$ cat config.mk
export PLATFORM = sky130hd
export DESIGN_NAME = sar_conv_ctrl
export DESIGN_NICKNAME = d
export VERILOG_FILES = /design/src/rtl/sar_conv_pkg.sv /design/src/rtl/sar_ctrl_fsm.sv /design/src/rtl/sar_approx_reg.sv /design/src/rtl/sar_read_port.sv /design/src/rtl/sar_conv_ctrl.sv
export SDC_FILE = /design/constraint.sdc
export NUM_CORES = 1
export LEC_CHECK = 0
export BUFFER_PORTS_ARGS = -buffer_cell sky130_fd_sc_hd__buf_2
export CAP_MARGIN = 10
export CELL_PAD_IN_SITES_DETAIL_PLACEMENT = 1
export CELL_PAD_IN_SITES_GLOBAL_PLACEMENT = 1
export CORE_ASPECT_RATIO = 2
export CORE_UTILIZATION = 42
export DETAILED_ROUTE_END_ITERATION = 10
export GPL_ROUTABILITY_DRIVEN = 0
export PLACE_DENSITY_LB_ADDON = 0.12
export SYNTH_ARGS = -nofsm -noshare
export SYNTH_HDL_FRONTEND = slang
export SYNTH_SLANG_ARGS = --single-unit
$ cat constraint.sdc
create_clock -name clk -period 1.8 [get_ports clk]
set_clock_uncertainty 0.15 [all_clocks]
set_input_delay 0.18 -clock clk [delete_from_list [all_inputs] [get_ports clk]]
set_output_delay 0.18 -clock clk [all_outputs]
set_load 0.01 [all_outputs]
$ cat src/rtl/sar_conv_pkg.sv
package sar_conv_pkg;
  typedef enum logic [1:0] {
    ST_IDLE  = 2'd0,
    ST_SETUP = 2'd1,
    ST_TRIAL = 2'd2
  } seq_state_e;
endpackage

$ cat src/rtl/sar_ctrl_fsm.sv
module sar_ctrl_fsm
  import sar_conv_pkg::*;
(
  input  logic clk,
  input  logic rst,
  input  logic start_i,
  input  logic last_bit_i,
  output logic clr_o,
  output logic seed_o,
  output logic step_o,
  output logic fin_o,
  output logic rd_allow_o,
  output logic busy_o,
  output logic bit_clk_en_o,
  output logic eoc_o
);
  seq_state_e state_q;

  assign clr_o      = (state_q == ST_IDLE) && start_i;
  assign seed_o     = (state_q == ST_SETUP);
  assign step_o     = (state_q == ST_TRIAL);
  assign fin_o      = step_o && last_bit_i;
  assign rd_allow_o = (state_q == ST_IDLE) && !start_i;

  always_ff @(posedge clk) begin
    if (rst) begin
      state_q      <= ST_IDLE;
      busy_o       <= 1'b0;
      bit_clk_en_o <= 1'b0;
      eoc_o        <= 1'b0;
    end else begin
      eoc_o <= 1'b0;
      unique case (state_q)
        ST_IDLE: begin
          if (start_i) begin
            state_q <= ST_SETUP;
            busy_o  <= 1'b1;
          end
        end
        ST_SETUP: begin
          state_q      <= ST_TRIAL;
          bit_clk_en_o <= 1'b1;
        end
        ST_TRIAL: begin
          if (last_bit_i) begin
            state_q      <= ST_IDLE;
            busy_o       <= 1'b0;
            bit_clk_en_o <= 1'b0;
            eoc_o        <= 1'b1;
          end
        end
        default: state_q <= ST_IDLE;
      endcase
    end
  end
endmodule

$ cat src/rtl/sar_approx_reg.sv
module sar_approx_reg #(
  parameter int W = 12
) (
  input  logic         clk,
  input  logic         rst,
  input  logic         clr_i,
  input  logic         seed_i,
  input  logic         step_i,
  input  logic         cmp_keep_i,
  output logic [W-1:0] trial_o,
  output logic [W-1:0] decided_o,
  output logic         last_bit_o
);
  localparam logic [W-1:0] TOP_BIT = {1'b1, {(W-1){1'b0}}};

  logic [W-1:0] mask_q;

  for (genvar i = 0; i < W; i++) begin : g_bit
    assign decided_o[i] = mask_q[i] ? cmp_keep_i : trial_o[i];
  end

  assign last_bit_o = mask_q[0];

  always_ff @(posedge clk) begin
    if (rst || clr_i) begin
      trial_o <= '0;
      mask_q  <= '0;
    end else if (seed_i) begin
      trial_o <= TOP_BIT;
      mask_q  <= TOP_BIT;
    end else if (step_i) begin
      trial_o <= decided_o | (mask_q >> 1);
      mask_q  <= mask_q >> 1;
    end
  end
endmodule

$ cat src/rtl/sar_read_port.sv
module sar_read_port #(
  parameter int W = 12
) (
  input  logic         clk,
  input  logic         rst,
  input  logic         clr_i,
  input  logic         fin_i,
  input  logic [W-1:0] decided_i,
  input  logic         read_i,
  input  logic         rd_allow_i,
  output logic [W-1:0] data_o,
  output logic         data_oe_o
);
  logic [W-1:0] result_q;

  always_ff @(posedge clk) begin
    if (rst || clr_i) begin
      result_q <= '0;
    end else if (fin_i) begin
      result_q <= decided_i;
    end
  end

  always_ff @(posedge clk) begin
    if (rst) begin
      data_o    <= '0;
      data_oe_o <= 1'b0;
    end else if (read_i && rd_allow_i) begin
      data_o    <= result_q;
      data_oe_o <= 1'b1;
    end else begin
      data_o    <= '0;
      data_oe_o <= 1'b0;
    end
  end
endmodule

$ cat src/rtl/sar_conv_ctrl.sv
module sar_conv_ctrl #(
  parameter int W = 12
) (
  input  logic         clk,
  input  logic         rst,
  input  logic         start_i,
  input  logic         cmp_keep_i,
  input  logic         read_i,
  output logic [W-1:0] trial_o,
  output logic         busy_o,
  output logic         bit_clk_en_o,
  output logic         eoc_o,
  output logic [W-1:0] data_o,
  output logic         data_oe_o
);
  logic         clr, seed, step, fin, rd_allow, last_bit;
  logic [W-1:0] decided;

  sar_ctrl_fsm u_fsm (
    .clk          (clk),
    .rst          (rst),
    .start_i      (start_i),
    .last_bit_i   (last_bit),
    .clr_o        (clr),
    .seed_o       (seed),
    .step_o       (step),
    .fin_o        (fin),
    .rd_allow_o   (rd_allow),
    .busy_o       (busy_o),
    .bit_clk_en_o (bit_clk_en_o),
    .eoc_o        (eoc_o)
  );

  sar_approx_reg #(.W(W)) u_sar (
    .clk        (clk),
    .rst        (rst),
    .clr_i      (clr),
    .seed_i     (seed),
    .step_i     (step),
    .cmp_keep_i (cmp_keep_i),
    .trial_o    (trial_o),
    .decided_o  (decided),
    .last_bit_o (last_bit)
  );

  sar_read_port #(.W(W)) u_rd (
    .clk        (clk),
    .rst        (rst),
    .clr_i      (clr),
    .fin_i      (fin),
    .decided_i  (decided),
    .read_i     (read_i),
    .rd_allow_i (rd_allow),
    .data_o     (data_o),
    .data_oe_o  (data_oe_o)
  );
endmodule

Word-level counts from Yosys, hierarchy flattened
Cells that the tools add are included.
{ "totals": {"reg_bits": 54, "latchBits": 0, "ramBits": 0, "romBits": 0, "input_bits": 5, "output_inout_bits": 28, "word_cells": 58, "mem_count": 0} }
{ "classes": {"addsub": 0, "mul": 0, "n_div": 0, "order_cmp": 0, "n_eq_ne": 4, "shifts": 0, "mux": 25, "n_bitwise": 3, "n_reduce_logical": 15} }
{ "op_table": {"columns": ["operator", "n"], "rows": [
  ["two-way mux 12 bit", 4],
  ["two-way mux 1 bit", 16],
  ["OR 12 x 11 -> 12 bit", 1],
  ["case mux 2 bit (3 select lines)", 1],
  ["OR reduction 2 bit", 3],
  ["logical AND 1 bit", 4],
  ["two-way mux 2 bit", 2],
  ["case mux 1 bit (2 select lines)", 2],
  ["AND reduction 2 bit", 2],
  ["nonzero test 2 bit", 2],
  ["AND reduction 3 bit", 1],
  ["== test 2 x 1 -> 1 bit (second input constant)", 1],
  ["== test 2 bit (second input constant)", 1],
  ["logical NOT 2 bit", 1],
  ["!= test 2 x 1 -> 1 bit (second input constant)", 1],
  ["!= test 2 bit (second input constant)", 1],
  ["inverter 1 bit", 2],
  ["logical NOT 1 bit", 1],
  ["logical OR 1 bit", 1]
]} }

Depth between registers and ports, before layout
{ "logic_depth": {"ltp_word": 5, "depth_mapped": 7, "mapped_depth_nobuf": 5} }

Hierarchy
Synthesis repeated with hierarchy kept, for this count alone.
{ "hier_totals": {"cells_unflattened": 183, "hier_area_um2": 2072.0} }
{ "by_module_without_submodules": {"columns": ["module", "instances", "cells_each", "area_each_um2", "seq_area_each_um2"], "rows": [
  ["sar_approx_reg", 1, 94, 1086.0, 480.5],
  ["sar_read_port", 1, 66, 779.5, 500.5],
  ["sar_ctrl_fsm", 1, 23, 206.4, 100.1]
]} }

Worst setup path before layout
Ideal clock, no wire load.
{ "synth_path": {"path_kind": "reg-to-reg", "startpoint": "register u_fsm.state_q[0]", "endpoint": "register u_sar.trial_o[2]", "t_arrival_ps": 1444, "path_slack_ps": 133, "stages_incl_launch_ff": 8, "period_less_slack_ps": 1667, "path_cell_list": "dfxtp_1 -> inv_1 -> ha_1 -> a21o_1 -> or2_1 -> clkbuf_1 -> buf_6 -> nor3_2"} }
{ "synth_between": {"elab_chain_len": 4, "word_cells_on_any_way": 6} }
{ "synth_rtl": {"columns": ["element", "line_no", "rtl"], "rows": [
  ["start: declaration", "sar_ctrl_fsm.sv:17", "seq_state_e state_q;"],
  ["start signal: assignment", "sar_ctrl_fsm.sv:27", "state_q <= ST_IDLE;"],
  ["start signal: assignment", "sar_ctrl_fsm.sv:36", "state_q <= ST_SETUP;"],
  ["start signal: assignment", "sar_ctrl_fsm.sv:41", "state_q <= ST_TRIAL;"],
  ["logical NOT 2 bit", "sar_ctrl_fsm.sv:19", "assign clr_o = (state_q == ST_IDLE) && start_i;"],
  ["logical AND 1 bit", "sar_ctrl_fsm.sv:19", null],
  ["logical OR 1 bit", "sar_approx_reg.sv:25", "if (rst || clr_i) begin"],
  ["OR reduction 2 bit (no source line)", null, null],
  ["end signal: assignment", "sar_approx_reg.sv:32", "trial_o <= decided_o | (mask_q >> 1);"],
  ["end: declaration", "sar_approx_reg.sv:10", "output logic [W-1:0] trial_o,"]
]} }
Several ways; a longest one is shown, not always the timed one.
A chain may end at the register's enable or synchronous reset.

Worst setup path in the final report
{ "layout_path": {"startpoint": "register u_fsm.state_q[0]", "endpoint": "register u_sar.trial_o[0]"} }
Same word-level chain as after synthesis.

==> out/results.tsv <==
stage	metric	value	unit
status	status	completed	
timing	Slew @ Worst Pin	358	ps
floorplan	Core Footprint	4820	um^2
power_and_ir_drop	pwr/cell area	953	nW/um^2
routing	DRC	0	
cells_and_area	fraction of layout cells with a size suffix above 1	0.244	
logic_synthesis	Synth top area share	0.517	
setup_path	critical-path cell list	inv_1 -> ha_1 -> a21o_1 -> or2_1 -> buf_12 -> a31oi_1	
power_and_ir_drop	Sw Pwr	668	uW
logic_synthesis	Seq/Total Area, Yosys	0.517	
cells_and_area	most common cell after layout, fill and taps aside	dfxtp_1	
global_route	Overall Global Routing Usage	0.188	
clock_network	clock root buffer	clkbuf_8	
global_route	global routing usage on met1	0.207	
power_and_ir_drop	Leak	0.957	nW
cells_and_area	final layout net count	263	
routing	wire length per cell	14.3	um
clock_network	H-tree levels	2	
cells_and_area	antenna cells	0	
timing	final hold violation count	0	
timing	Max Fclk	593	MHz
logic_synthesis	cell taking the most area after synthesis	dfxtp_1	
global_route	vias in the first global route	1593	
floorplan	cell row count	36	
setup_path	critical path class	register to register	
global_route	largest net degree at the start of global routing	23	
clock_network	CTS sink cnt	54	
global_route	first-pass GRT wire length	7.46	mm
routing	drt initial violations	13	
clock_network	postcts setup bufs	0	
global_route	GR peak layer	met2	
routing	Post-DRT Antenna Nets	0	
cells_and_area	final instance area	2450	um^2
logic_synthesis	largest family of logic cells by synthesized area	simple AND/OR/NAND/NOR gates	
power_and_ir_drop	Clock power frac	0.294	
clock_network	CTS Buf Count	5	
timing	Slew HR	0.760	
setup_path	crit-path max cell delay	350	ps
logic_synthesis	Synth area leaders	dfxtp_1 52%, a211oi_1 7.5%, nor2_1 6.5%, mux2i_1 6.2%, and2_1 3.9%	
cells_and_area	Syn-to-layout area delta	17.5	%
cells_and_area	most frequent cells in the layout	52 x dfxtp_1, 36 x nor2_1, 32 x buf_2	
floorplan	DIE AREA	5280	um^2
setup_path	Worst Path Max Fanout	22	
power_and_ir_drop	maximum vdd ir drop	0.000860	V
timing	Setup WS post-layout	112	ps
power_and_ir_drop	switching portion of total power	0.286	
global_route	grt total ovfl	0	
timing	setup violators final	0	
logic_synthesis	Syn Area/Cell	9.67	um^2
floorplan	Initial Utilization	0.434	
logic_synthesis	Synth Register Bits	54	
clock_network	CTS clk-pin slew, worst paths	100	ps
global_route	routing usage on met2	0.349	
setup_path	R2R Setup Slk	110	ps
routing	DRT Pass-1 Iters	4	
logic_synthesis	post-synthesis compound-gate area fraction	0.111	
timing	final period utilization	0.938	
min_path	worst hold path type	primary input to register	
clock_network	Clock Latency Late Sink	300	ps
placed_design	Post-DP Area	2340	um^2
timing	setup TNS	0	ps
setup_path	Worst Path Required	1880	ps
logic_synthesis	simple-gate share of the synthesized area	0.234	
floorplan	Die H	102	um
global_route	initial antenna violation count	0	
logic_synthesis	library cells used by synthesis	27	
logic_synthesis	Synth warnings	0	
logic_synthesis	Syn Nets	226	
placed_design	pre-CTS setup slack	79.8	ps
clock_network	Max clock buf depth	2	
power_and_ir_drop	Int Power	1.67	mW
routing	Vias/cell	5.20	
logic_synthesis	adder-cell share of the synthesized area	0.0299	
placed_design	HPWL Detailed	3.30	mm
placed_design	port buffer count	32	
clock_network	CTS tree	yes	
setup_path	crit path DAT	1760	ps
logic_synthesis	Synth Instances	216	
power_and_ir_drop	Comb power frac	0.171	
floorplan	Die X	51.9	um
setup_path	Crit-path slowest cell	dfxtp_2	
timing	Final Slew Violations	0	
floorplan	Ports	33	
power_and_ir_drop	sequential fraction of design power	0.535	
routing	total detailed-routing wirelength	4.44	mm
global_route	met3 usage	0.0315	
timing	unrepaired setup endpoints after global routing	false	
run	number of max-cap violations	0	
setup_path	CP endpoint kind	register	
setup_path	crit path launch type	register	
routing	routed vias	1617	
logic_synthesis	multiplexer area fraction after synthesis	0.0731	
logic_synthesis	xor-xnor portion of the synthesized cell area	0	
timing	min Tclk post-route	1690	ps
logic_synthesis	synthesized cell area	2090	um^2
power groups by stage:
stage / logic [mW] / clock network (mW) / registers (mW)
finish: 0.399 / 0.689 / 1.25
CTS: 0.408 / 0.719 / 1.25
floorplan: 0.276 / 0 / 1.28
global route: 0.445 / 0.762 / 1.26
detailed placement: 0.403 / 0 / 1.28
global placement: 0.393 / 0 / 1.27
worst paths after layout:
check,from,end,cells after the start
worst min-delay path,read_i,u_rd.data_oe_o$_SDFF_PP0_,3
worst max register to register,u_fsm.state_q[0]$_SDFFE_PP0P_,u_sar.trial_o[0]$_SDFFE_PP0N_,6
worst max-delay path,u_fsm.state_q[0]$_SDFFE_PP0P_,u_sar.trial_o[0]$_SDFFE_PP0N_,6
worst min register to register,u_rd.result_q[5]$_SDFFE_PP0P_,u_rd.data_o[5]$_SDFF_PP0_,1
worst max-delay path: cells and delay by family, from the launching register on:
kind                       cells  cell delay [ps]
and+or+nand+nor                1              250
buffers and inverters          2              250
AOI/OAI and AO/OA              2              350
DFF                            1              350
adders and majority gates      1              250
cells in the mapped netlist:
| library cell | number |
|---|---|
| a31oi_1 | 1 |
| nand2b_1 | 4 |
| nor2_1 | 36 |
| a21o_1 | 1 |
| nand2_1 | 5 |
| and2_1 | 13 |
| nand3_1 | 2 |
| or2_1 | 1 |
| a21oi_1 | 6 |
| inv_1 | 3 |
| mux2_2 | 2 |
| nor3b_1 | 1 |
| o21a_1 | 1 |
| o21ai_0 | 3 |
| a211oi_1 | 21 |
| or3_1 | 1 |
| buf_1 | 1 |
| clkbuf_1 | 4 |
| nor3_2 | 7 |
| buf_6 | 1 |
| o32ai_1 | 1 |
| nor2b_1 | 11 |
| ha_1 | 5 |
| mux2i_1 | 13 |
| dfxtp_1 | 54 |
| nor3_1 | 12 |
| buf_2 | 6 |
state kept, by name (all words and copies together) (netlist names), 2 cells and up:
signal         cells
u_fsm.state_q      2
u_sar.trial_o     12
u_rd.data_o       12
u_rd.result_q     12
u_sar.mask_q      12
layout make-up:
class / instances / area [um^2]
flip-flops and latches: 54 / 1080
inverters: 3 / 11.3
well taps: 57 / 71.3
clock buffers: 5 / 68.8
fillers: 575 / 2360
clock inverters: 3 / 25.0
repair buffers: 42 / 250
multi-input cells: 147 / 945
metrics by stage:
step / utilization / std cells / power [mW] / hold WS [ps]
2_1_floorplan: - / 216 / 1.56 / 99.1
3_3_place_gp: 0.486 / 302 / 1.67 / 289
3_5_place_dp: 0.486 / 302 / 1.68 / 294
4_1_cts: 0.507 / 311 / 2.38 / 136
5_1_grt: 0.509 / 311 / 2.46 / 160
6_report: 0.509 / 311 / 2.34 / 151
cells by family (layout without fill, tap and decap cells):
family | count (synthesis) | in the layout
mux | 15 | 15
buf+inv | 15 | 53
fa+ha+maj | 5 | 5
compound gates | 34 | 34
flops | 54 | 54
simple gates | 93 | 93
per-layer routing:
metal	vias to the layer above	part of all wire	wire length, um
li1	811	-	-
met1	769	0.42	1850
met2	31	0.54	2410
met3	6	0.025	111
met4	0	0.014	64
met5	-	0	0
repair_timing:
item                                   CTS  global route
setup endpoints to repair                0            12
endpoints found under the hold margin    5             0
hold buffers                             1             0
resized for setup                        0             4
Note: power is estimated with default switching activity, not from simulation.
